### src/rtl/rsexp_pkg.sv
package rsexp_pkg;

  typedef enum logic [1:0] {
    ST_IDLE    = 2'd0,
    ST_EXPOSE  = 2'd1,
    ST_READOUT = 2'd2
  } shState_t;

  // Strobes from control to datapath
  typedef struct packed {
    logic latchCfg;  // sample configuration
    logic rowClear;  // readout row back to 0
    logic rowStep;   // continuous row start: emit reset, advance
    logic expClear;  // start global exposure count
    logic expStep;   // advance global exposure count
    logic rdClear;   // start single-frame readout count
    logic rdStep;    // one single-frame readout row done
  } ctlStrobe_t;

endpackage

### src/rtl/rsexp_path.sv
module rsexp_path
  import rsexp_pkg::*;
#(
  parameter int ROW_W     = 10,
  parameter int PHYS_ROWS = 480,
  parameter int SINT_W    = 20,
  parameter int TICK_LOG  = 4
) (
  input  logic              clk,
  input  logic              rstN,
  input  ctlStrobe_t        strobes,
  input  logic [ROW_W-1:0]  frameRows,
  input  logic [ROW_W-1:0]  contRows,
  input  logic              captureMode,
  input  logic [SINT_W-1:0] globalTicks,
  output logic              modeLat,
  output logic              expHit,
  output logic              rdLast,
  output logic [ROW_W-1:0]  resetRowAddr,
  output logic              resetRowValid
);

  localparam int CNT_W = SINT_W + TICK_LOG;
  localparam int SUM_W = ROW_W + 1;

  logic [ROW_W-1:0]  rowsLat, offsetLat, readRow, rdCnt;
  logic [SINT_W-1:0] ticksLat;
  logic [CNT_W-1:0]  expCnt, expTarget;

  // Configuration sampling
  logic [ROW_W-1:0] rowsEff, offsetNext;
  always_comb begin
    rowsEff    = (frameRows == '0) ? ROW_W'(1) : frameRows;
    offsetNext = (contRows >= rowsEff) ? rowsEff : contRows + ROW_W'(1);
  end

  always_ff @(posedge clk or negedge rstN) begin
    if (!rstN) begin
      rowsLat   <= ROW_W'(1);
      offsetLat <= ROW_W'(1);
      ticksLat  <= '0;
      modeLat   <= 1'b0;
    end else if (strobes.latchCfg) begin
      rowsLat   <= rowsEff;
      offsetLat <= offsetNext;
      ticksLat  <= globalTicks;
      modeLat   <= captureMode;
    end
  end

  // Readout row pointer and staggered reset pointer
  logic [SUM_W-1:0] rowSum;
  logic [ROW_W-1:0] rowWrap;
  logic             inPhys;
  always_comb begin
    rowSum  = {1'b0, readRow} + {1'b0, offsetLat};
    rowWrap = ROW_W'((rowSum >= {1'b0, rowsLat}) ? rowSum - {1'b0, rowsLat} : rowSum);
  end

  generate
    if (PHYS_ROWS >= (1 << ROW_W)) begin : g_fullArray
      assign inPhys = 1'b1;
    end else begin : g_clipArray
      assign inPhys = (rowWrap < ROW_W'(PHYS_ROWS));
    end
  endgenerate

  always_ff @(posedge clk or negedge rstN) begin
    if (!rstN) begin
      readRow       <= '0;
      resetRowAddr  <= '0;
      resetRowValid <= 1'b0;
    end else begin
      resetRowValid <= 1'b0;
      if (strobes.rowClear) begin
        readRow <= '0;
      end else if (strobes.rowStep) begin
        readRow       <= (readRow == rowsLat - ROW_W'(1)) ? '0 : readRow + ROW_W'(1);
        resetRowAddr  <= rowWrap;
        resetRowValid <= inPhys;
      end
    end
  end

  // Global exposure counter (cycles since trigger, inclusive)
  logic [SINT_W-1:0] ticksEff;
  assign ticksEff = (ticksLat == '0) ? SINT_W'(1) : ticksLat;

  always_ff @(posedge clk or negedge rstN) begin
    if (!rstN) begin
      expCnt    <= '0;
      expTarget <= '0;
    end else if (strobes.expClear) begin
      expCnt    <= CNT_W'(1);
      expTarget <= {ticksEff, {TICK_LOG{1'b0}}};
    end else if (strobes.expStep) begin
      expCnt <= expCnt + CNT_W'(1);
    end
  end
  assign expHit = (expCnt == expTarget);

  // Single-frame readout row counter
  always_ff @(posedge clk or negedge rstN) begin
    if (!rstN)                rdCnt <= '0;
    else if (strobes.rdClear) rdCnt <= '0;
    else if (strobes.rdStep)  rdCnt <= rdCnt + ROW_W'(1);
  end
  assign rdLast = (rdCnt == rowsLat - ROW_W'(1));

  // Assertions
  p_phys_bound_r4: assert property (@(posedge clk) disable iff (!rstN)
    resetRowValid |-> (int'(resetRowAddr) < PHYS_ROWS));
  p_read_range_r2: assert property (@(posedge clk) disable iff (!rstN)
    readRow < rowsLat);
  p_addr_hold_r2: assert property (@(posedge clk) disable iff (!rstN)
    !strobes.rowStep |=> $stable(resetRowAddr));
  p_no_reset_single_r10: assert property (@(posedge clk) disable iff (!rstN)
    resetRowValid |-> !modeLat);

endmodule

### src/rtl/rsexp_ctrl.sv
module rsexp_ctrl
  import rsexp_pkg::*;
(
  input  logic       clk,
  input  logic       rstN,
  input  logic       frameStart,
  input  logic       rowStart,
  input  logic       trigger,
  input  logic       modeLat,
  input  logic       expHit,
  input  logic       rdLast,
  output ctlStrobe_t strobes,
  output logic       globalXfer,
  output logic       exposureDone
);

  shState_t state, stateNext;

  always_comb begin
    strobes          = '0;
    strobes.latchCfg = frameStart;
    strobes.rowClear = frameStart;
    strobes.rowStep  = rowStart && !frameStart && !modeLat;
    strobes.expClear = (state == ST_IDLE) && modeLat && trigger;
    strobes.expStep  = (state == ST_EXPOSE) && !expHit;
    strobes.rdClear  = (state == ST_EXPOSE) && expHit;
    strobes.rdStep   = (state == ST_READOUT) && rowStart;

    stateNext = state;
    unique case (state)
      ST_IDLE:    if (strobes.expClear) stateNext = ST_EXPOSE;
      ST_EXPOSE:  if (expHit) stateNext = ST_READOUT;
      ST_READOUT: if (rowStart && rdLast) stateNext = ST_IDLE;
      default:    stateNext = ST_IDLE;
    endcase
  end

  always_ff @(posedge clk or negedge rstN) begin
    if (!rstN) begin
      state        <= ST_IDLE;
      globalXfer   <= 1'b0;
      exposureDone <= 1'b0;
    end else begin
      state        <= stateNext;
      globalXfer   <= strobes.rdClear;
      exposureDone <= globalXfer;
    end
  end

  // Assertions
  p_xfer_pulse_r7: assert property (@(posedge clk) disable iff (!rstN)
    globalXfer |=> !globalXfer);
  p_done_follows_r8: assert property (@(posedge clk) disable iff (!rstN)
    globalXfer |=> exposureDone);
  p_done_cause_r8: assert property (@(posedge clk) disable iff (!rstN)
    exposureDone |-> $past(globalXfer));
  p_no_abort_r9: assert property (@(posedge clk) disable iff (!rstN)
    (state == ST_EXPOSE) |=> (state != ST_IDLE));
  p_xfer_state_r9: assert property (@(posedge clk) disable iff (!rstN)
    globalXfer |-> (state == ST_READOUT));

endmodule

### src/rtl/rsexp_sched.sv
module rsexp_sched
  import rsexp_pkg::*;
#(
  parameter int ROW_W     = 10,
  parameter int PHYS_ROWS = 480,
  parameter int SINT_W    = 20,
  parameter int TICK_LOG  = 4
) (
  input  logic              clk,
  input  logic              rstN,
  input  logic              frameStart,
  input  logic              rowStart,
  input  logic              captureMode,
  input  logic [ROW_W-1:0]  frameRows,
  input  logic [ROW_W-1:0]  contRows,
  input  logic [SINT_W-1:0] globalTicks,
  input  logic              trigger,
  output logic [ROW_W-1:0]  resetRowAddr,
  output logic              resetRowValid,
  output logic              globalXfer,
  output logic              exposureDone
);

  ctlStrobe_t strobes;
  logic       modeLat, expHit, rdLast;

  rsexp_ctrl i_ctrl (
    .clk          (clk),
    .rstN         (rstN),
    .frameStart   (frameStart),
    .rowStart     (rowStart),
    .trigger      (trigger),
    .modeLat      (modeLat),
    .expHit       (expHit),
    .rdLast       (rdLast),
    .strobes      (strobes),
    .globalXfer   (globalXfer),
    .exposureDone (exposureDone)
  );

  rsexp_path #(
    .ROW_W     (ROW_W),
    .PHYS_ROWS (PHYS_ROWS),
    .SINT_W    (SINT_W),
    .TICK_LOG  (TICK_LOG)
  ) i_path (
    .clk           (clk),
    .rstN          (rstN),
    .strobes       (strobes),
    .frameRows     (frameRows),
    .contRows      (contRows),
    .captureMode   (captureMode),
    .globalTicks   (globalTicks),
    .modeLat       (modeLat),
    .expHit        (expHit),
    .rdLast        (rdLast),
    .resetRowAddr  (resetRowAddr),
    .resetRowValid (resetRowValid)
  );

endmodule

### config.mk
export PLATFORM = sky130hd
export DESIGN_NAME = rsexp_sched
export DESIGN_NICKNAME = d
export VERILOG_FILES = /design/src/rtl/rsexp_pkg.sv /design/src/rtl/rsexp_path.sv /design/src/rtl/rsexp_ctrl.sv /design/src/rtl/rsexp_sched.sv
export SDC_FILE = /design/constraint.sdc
export NUM_CORES = 1
export LEC_CHECK = 0
export ABC_CLOCK_PERIOD_IN_PS = 6950
export BUFFER_PORTS_ARGS = -buffer_cell sky130_fd_sc_hd__buf_4
export CORE_MARGIN = 2
export CORE_UTILIZATION = 45
export DETAILED_ROUTE_END_ITERATION = 12
export PLACE_DENSITY_LB_ADDON = 0.1
export SYNTH_ARGS = -nofsm -noshare
export SYNTH_HDL_FRONTEND = slang
export SYNTH_SLANG_ARGS = --single-unit
### constraint.sdc
create_clock -name clk -period 6.95 [get_ports clk]
set_input_delay 1.0425 -clock clk [delete_from_list [all_inputs] [get_ports clk]]
set_output_delay 1.0425 -clock clk [all_outputs]
set_load 0.02 [all_outputs]
# Word level (Yosys, flattened, before mapping)
# Cells that the tools add are included.
[op_classes] n_mux=17 n_lt_le_gt_ge=3 bitwise=1 reduce_logical=19 n_eq_ne=8 addsub=7
[op_table] op="$mux W10" n=8
[op_table] op="$mux W24" n=2
[op_table] op="$add A10 B1 Y10 const B" n=3
[op_table] op="$add A24 B1 Y24 const B" n=1
[op_table] op="$eq A24 B24 Y1" n=1
[op_table] op="$eq A10 B10 Y1" n=2
[op_table] op="$logic_not A20 Y1" n=1
[op_table] op="$mux W20" n=1
[op_table] op="$add A10 B10 Y11" n=1
[op_table] op="$ge A11 B10 Y1" n=1
[op_table] op="$ge A10 B10 Y1" n=1
[op_table] op="$logic_not A10 Y1" n=1
[op_table] op="$lt A10 B9 Y1 const B" n=1
[op_table] op="$sub A10 B1 Y10 const B" n=1
[op_table] op="$sub A10 B10 Y10" n=1
[op_table] op="$logic_and A1 B1 Y1" n=8
[op_table] op="$mux W2" n=3
[op_table] op="$pmux W2 S3" n=1
[op_table] op="$reduce_bool A2 Y1" n=3
[op_table] op="$ne A2 B1 Y1 const B" n=2
[op_table] op="$logic_not A1 Y1" n=3
[op_table] op="$reduce_and A3 Y1" n=1
[op_table] op="$eq A2 B1 Y1 const B" n=1
[op_table] op="$eq A2 B2 Y1 const B" n=1
[op_table] op="other kinds (5)" n=6
[totals] register_bits=120 output_inout_bits=13 wordCells=68 inputBits=46

# Longest topological paths before layout
[depth] depth_word=6 ltp_mapped=18 depth_no_buf=17

# By module
# Synthesis repeated with hierarchy kept, for this count alone.
[unflattened] cells_unflattened=718 area_unflattened_um2=7065.5
[modules_own_cells] mod="rsexp_path" area_each_um2=6879.1 instances=1 cells_per_inst=702
[modules_own_cells] mod="rsexp_ctrl" area_each_um2=186.4 instances=1 cells_per_inst=16

# Worst setup path after synthesis
# No wires, ideal clock.
[synth_timing] path_type="reg2reg" startpoint="reg i_path.offsetLat[0]" endpoint="reg i_path.resetRowAddr[6]" stages_incl_launch_ff=19 slack_ns=3.117 t_arrival_ns=3.709 required_time_ns=6.826 n_path_buf=1 path_cell_list="dfstp_2 ha_1 inv_1 fa_1 nor2b_1 o31a_1 o31a_1 o21a_1 nor2_1 xnor2_1 ha_1 a21o_1 a211oi_1 o31ai_1 a221o_1 a21oi_1 buf_2 nor2_1 o31a_1"
[synth_between] elab_chain_cells=3 elab_cells_between_ends=4
[synth_rtl] element="start: declaration" line="rsexp_path.sv:26" text="logic [ROW_W-1:0] rowsLat, offsetLat, readRow, rdCnt;"
[synth_rtl] element="start signal: assignment" line="rsexp_path.sv:45" text="offsetLat <= offsetNext;"
[synth_rtl] element="$add A10 B10 Y11 (*)" line="rsexp_path.sv:56" text="rowSum = {1'b0, readRow} + {1'b0, offsetLat};"
[synth_rtl] element="$sub A10 B10 Y10 or $ge A11 B10 Y1 (tied branches)" line="rsexp_path.sv:57" text="rowWrap = ROW_W'((rowSum >= {1'b0, rowsLat}) ? rowSum - {1'b0, rowsLat} : rowSum);"
[synth_rtl] element="$mux W10 (*)" line="rsexp_path.sv:57"
[synth_rtl] element="end signal: assignment" line="rsexp_path.sv:79" text="resetRowAddr <= rowWrap;"
[synth_rtl] element="end: declaration" line="rsexp_path.sv:19" text="output logic [ROW_W-1:0] resetRowAddr,"
# Every way passes the cells marked *; elsewhere a longest branch is shown, timed or not.
# A chain may end at the register's enable or synchronous reset.

# Final worst setup path
[layout_timing] startpoint="reg i_path.offsetLat[0]" endpoint="reg i_path.resetRowAddr[7]"
# Same word-level chain as after synthesis.

==> run_results.csv <==
group,metric,value,unit
sta,fmaxAchievable,211,MHz
global_route,grt.total_usage,21.2,%
routing,via_per_inst,5.58,
synthesis,synthDistinctLibCells,67,
global_route,overflow,0,
synthesis,synth_seq_cells,120,
place,post-dp-hpwl,13000,µm
synthesis,yosysWarnings,0,
sta,clock_skew,0.00880,ns
sta,tns,0,ns
synthesis,ys.flop_type,"dfrtp_1",
worst_setup_path,rr_startpoint,"i_path.offsetLat[0]",
worst_setup_path,critPathLaunchType,"register",
worst_setup_path,cp_slowest_cell,"a21oi_1",
run,cap_violations,0,
routing,wirelength,17500,µm
global_route,grt_max_degree,65,
worst_setup_path,criticalPathCategory,"reg -> reg",
synthesis,synthArstFlopShare,100,%
routing,initialDrtViolationCount,333,
outcome,status,"finished clean",
sta,setup_viol,0,
sta,relSlewSlack,16.7,%
synthesis,synth_edf_count,0,
worst_hold_path,hold_end,"i_ctrl.exposureDone",
sta,final_hold_viol_count,0,
synthesis,syn_nets,829,
worst_setup_path,cp_cell_sequence,"ha_1 > inv_1 > fa_1 > nor2b_1 > o31a_1 > o31a_1 > o21a_1 > nor2_1 > xnor2_1 > ha_1 > a21o_1 > a211oi_1 > o31ai_1 > a221o_1 > a21oi_1 > mux2_2 > o21ai_0",
floorplan,io-pin-count,59,
synthesis,synth_most_common_cell,"dfrtp_1",
sta,holdWs,0.378,ns
worst_hold_path,hold_start,"i_ctrl.globalXfer",
worst_setup_path,required,7.28,ns
synthesis,syn-cell-area,7300,µm²
clock_tree,hold_buffers,0,
routing,drt-pass1-iter-count,5,
floorplan,die_w,131,µm
clock_tree,htree_levels,4,
synthesis,yosysTopAreaCell,"dfrtp_1",
routing,drc_errors,0,
floorplan,die-area,17300,µm²
sta,fin_crit_sh,68.3,%
finish,num_antenna_cells,0,
clock_tree,cts_buffers,17,
routing,routedWlPerCell,17.1,µm
clock_tree,cts_resized,0,
worst_setup_path,max_stage_delay,0.91,ns
worst_hold_path,worstHoldPathCells,0,
sta,grt_setup_unrepaired,"false",
synthesis,syn_area_per_cell,9.80,µm²
worst_setup_path,rr_worst_depth,17,
global_route,grt_pass1_wl,29300,µm
global_route,antenna_found_initial,0,
synthesis,ys_top_cells_by_area,"dfrtp_1 (40%), xnor2_1 (6.7%), mux2_2 (6.6%)",
clock_tree,cts-root-buf,"clkbuf_16",
routing,via_count,5706,
clock_tree,cts.path.max_buffers,2,
clock_tree,clock-sinks,120,
worst_setup_path,reg2reg_slack,2.20,ns
sta,slew_viol_final,0,
worst_setup_path,crit_arrival,5.07,ns
clock_tree,cts_tree,"built",
floorplan,row_count,46,
synthesis,yosys.area.top_type_share,40.4,%
power,ir_drop,173,µV
worst_hold_path,hold_path_class,"reg -> reg",
finish,final_nets,877,
place,gp_congestion,0.910,
floorplan,start_util,46.0,%
worst_setup_path,timing.rr.end,"i_path.resetRowAddr[7]",
clock_tree,cts_setup_buffers,0,
worst_setup_path,path_delay_family,"compound AO/OA/AOI/OAI gates",
worst_setup_path,path_buf_inv,1,
place,port_buffers,58,
worst_setup_path,critPathLaunch,"i_path.offsetLat[0]",
global_route,grt_pass1_vias,5544,
floorplan,die_h,131,µm
sta,post-route-min-period,4.75,ns
clock_tree,clkLatencyLatePin,0.42,ns
finish,syn_to_final_growth,16.0,%
finish,drive_above_1_share,19.0,%
worst_setup_path,crit_fanout,14,
routing,antenna_left,0,
power,leakagePower,3.79,nW
worst_setup_path,endpoint_kind,"register",
power,power_density,311,nW/µm²
floorplan,core-area,15900,µm²
sta,worst_slew_pin_slew,1.25,ns
clock_tree,path_clk_slew,0.06,ns
synthesis,ys_top_cells_by_count,"dfrtp_1 (118), nor2_1 (64), nand2_1 (58)",
synthesis,ys_seq_area_share,41.1,%
synthesis,synth_cells,745,
power by group:
part           switching (mW)  total, mW  internal [mW]  leakage [nW]
Combinational           0.405      0.783          0.378          2.01
Sequential              0.149       1.00          0.851          1.50
Clock                   0.347      0.856          0.508         0.272
Total                   0.901       2.64           1.74          3.79
stage by stage:
stage / std cells / setup slack [ns] / utilization [%] / area, µm² / total power, mW
global placement: 990 / 2.32 / 49.7 / 7900 / 1.77
global route: 1022 / 1.75 / 53.4 / 8480 / 2.80
CTS: 1022 / 2.20 / 53.4 / 8480 / 2.66
finish: 1022 / 2.20 / 53.4 / 8480 / 2.64
detailed placement: 990 / 2.22 / 49.7 / 7900 / 1.79
floorplan: 745 / 3.12 / - / 7300 / 1.55
kinds of logic (layout without fill, tap and decap cells):
kind of cell / Yosys count / after routing / synth area share (%)
AO/OA/AOI/OAI: 129 / 129 / 12.0
XOR/XNOR: 89 / 89 / 10.9
adder cells (fa/ha/maj): 38 / 38 / 6.71
buffers and inverters: 68 / 129 / 3.75
flip-flops: 120 / 120 / 41.1
multiplexers: 59 / 59 / 8.82
AND/OR/NAND/NOR: 242 / 242 / 16.7
registers in the layout (all words and copies together) (netlist names), 2 cells and up:
name	cells
i_path.ticksLat	20
i_path.offsetLat	10
i_path.rdCnt	10
i_path.expTarget	20
i_path.expCnt	24
i_path.rowsLat	10
i_path.readRow	10
i_path.resetRowAddr	10
i_ctrl.state	2
routing by layer:
| metal | wire [µm] | track usage, % |
|---|---|---|
| met1 | 8520 | 31.4 |
| met2 | 7790 | 31.4 |
| met3 | 951 | 3.51 |
| met4 | 262 | 7.19 |
| met5 | 0 | 0 |
worst max path at each step:
stage | end | slack [ns] | cells after the start
6_report | i_path.resetRowAddr[7] | 2.20 | 17
5_1_grt | i_path.resetRowAddr[7] | 1.75 | 17
4_1_cts | i_path.resetRowAddr[7] | 2.20 | 17
3_5_place_dp | i_path.resetRowAddr[7] | 2.22 | 17
3_3_place_gp | i_path.resetRowAddr[7] | 2.32 | 17
2_1_floorplan | i_path.resetRowAddr[6] | 3.12 | 18
layout by cell type (no fill, tap or decap), drive strengths merged, types with 6 or more instances in the layout:
cell,instances
a21oi,18
o311ai,7
and3,13
o21a,15
or3,6
dfrtp,118
xor2,32
nor3,17
xnor2,56
nand2,58
o21ai,39
inv,42
nand3,21
ha,36
a21o,9
mux2i,16
nor4,12
nand4,18
nor2,64
mux2,43
clkbuf,18
buf,61
cell type report:
cell class | count | area, µm²
timing repair buffer | 61 | 458
clock buffer | 18 | 439
clock inverter | 14 | 138
multi-input combinational | 557 | 4030
sequential | 120 | 3010
inverter | 36 | 135
tap | 216 | 270
fill | 1474 | 7410
Note: power is estimated with default switching activity, not from simulation.
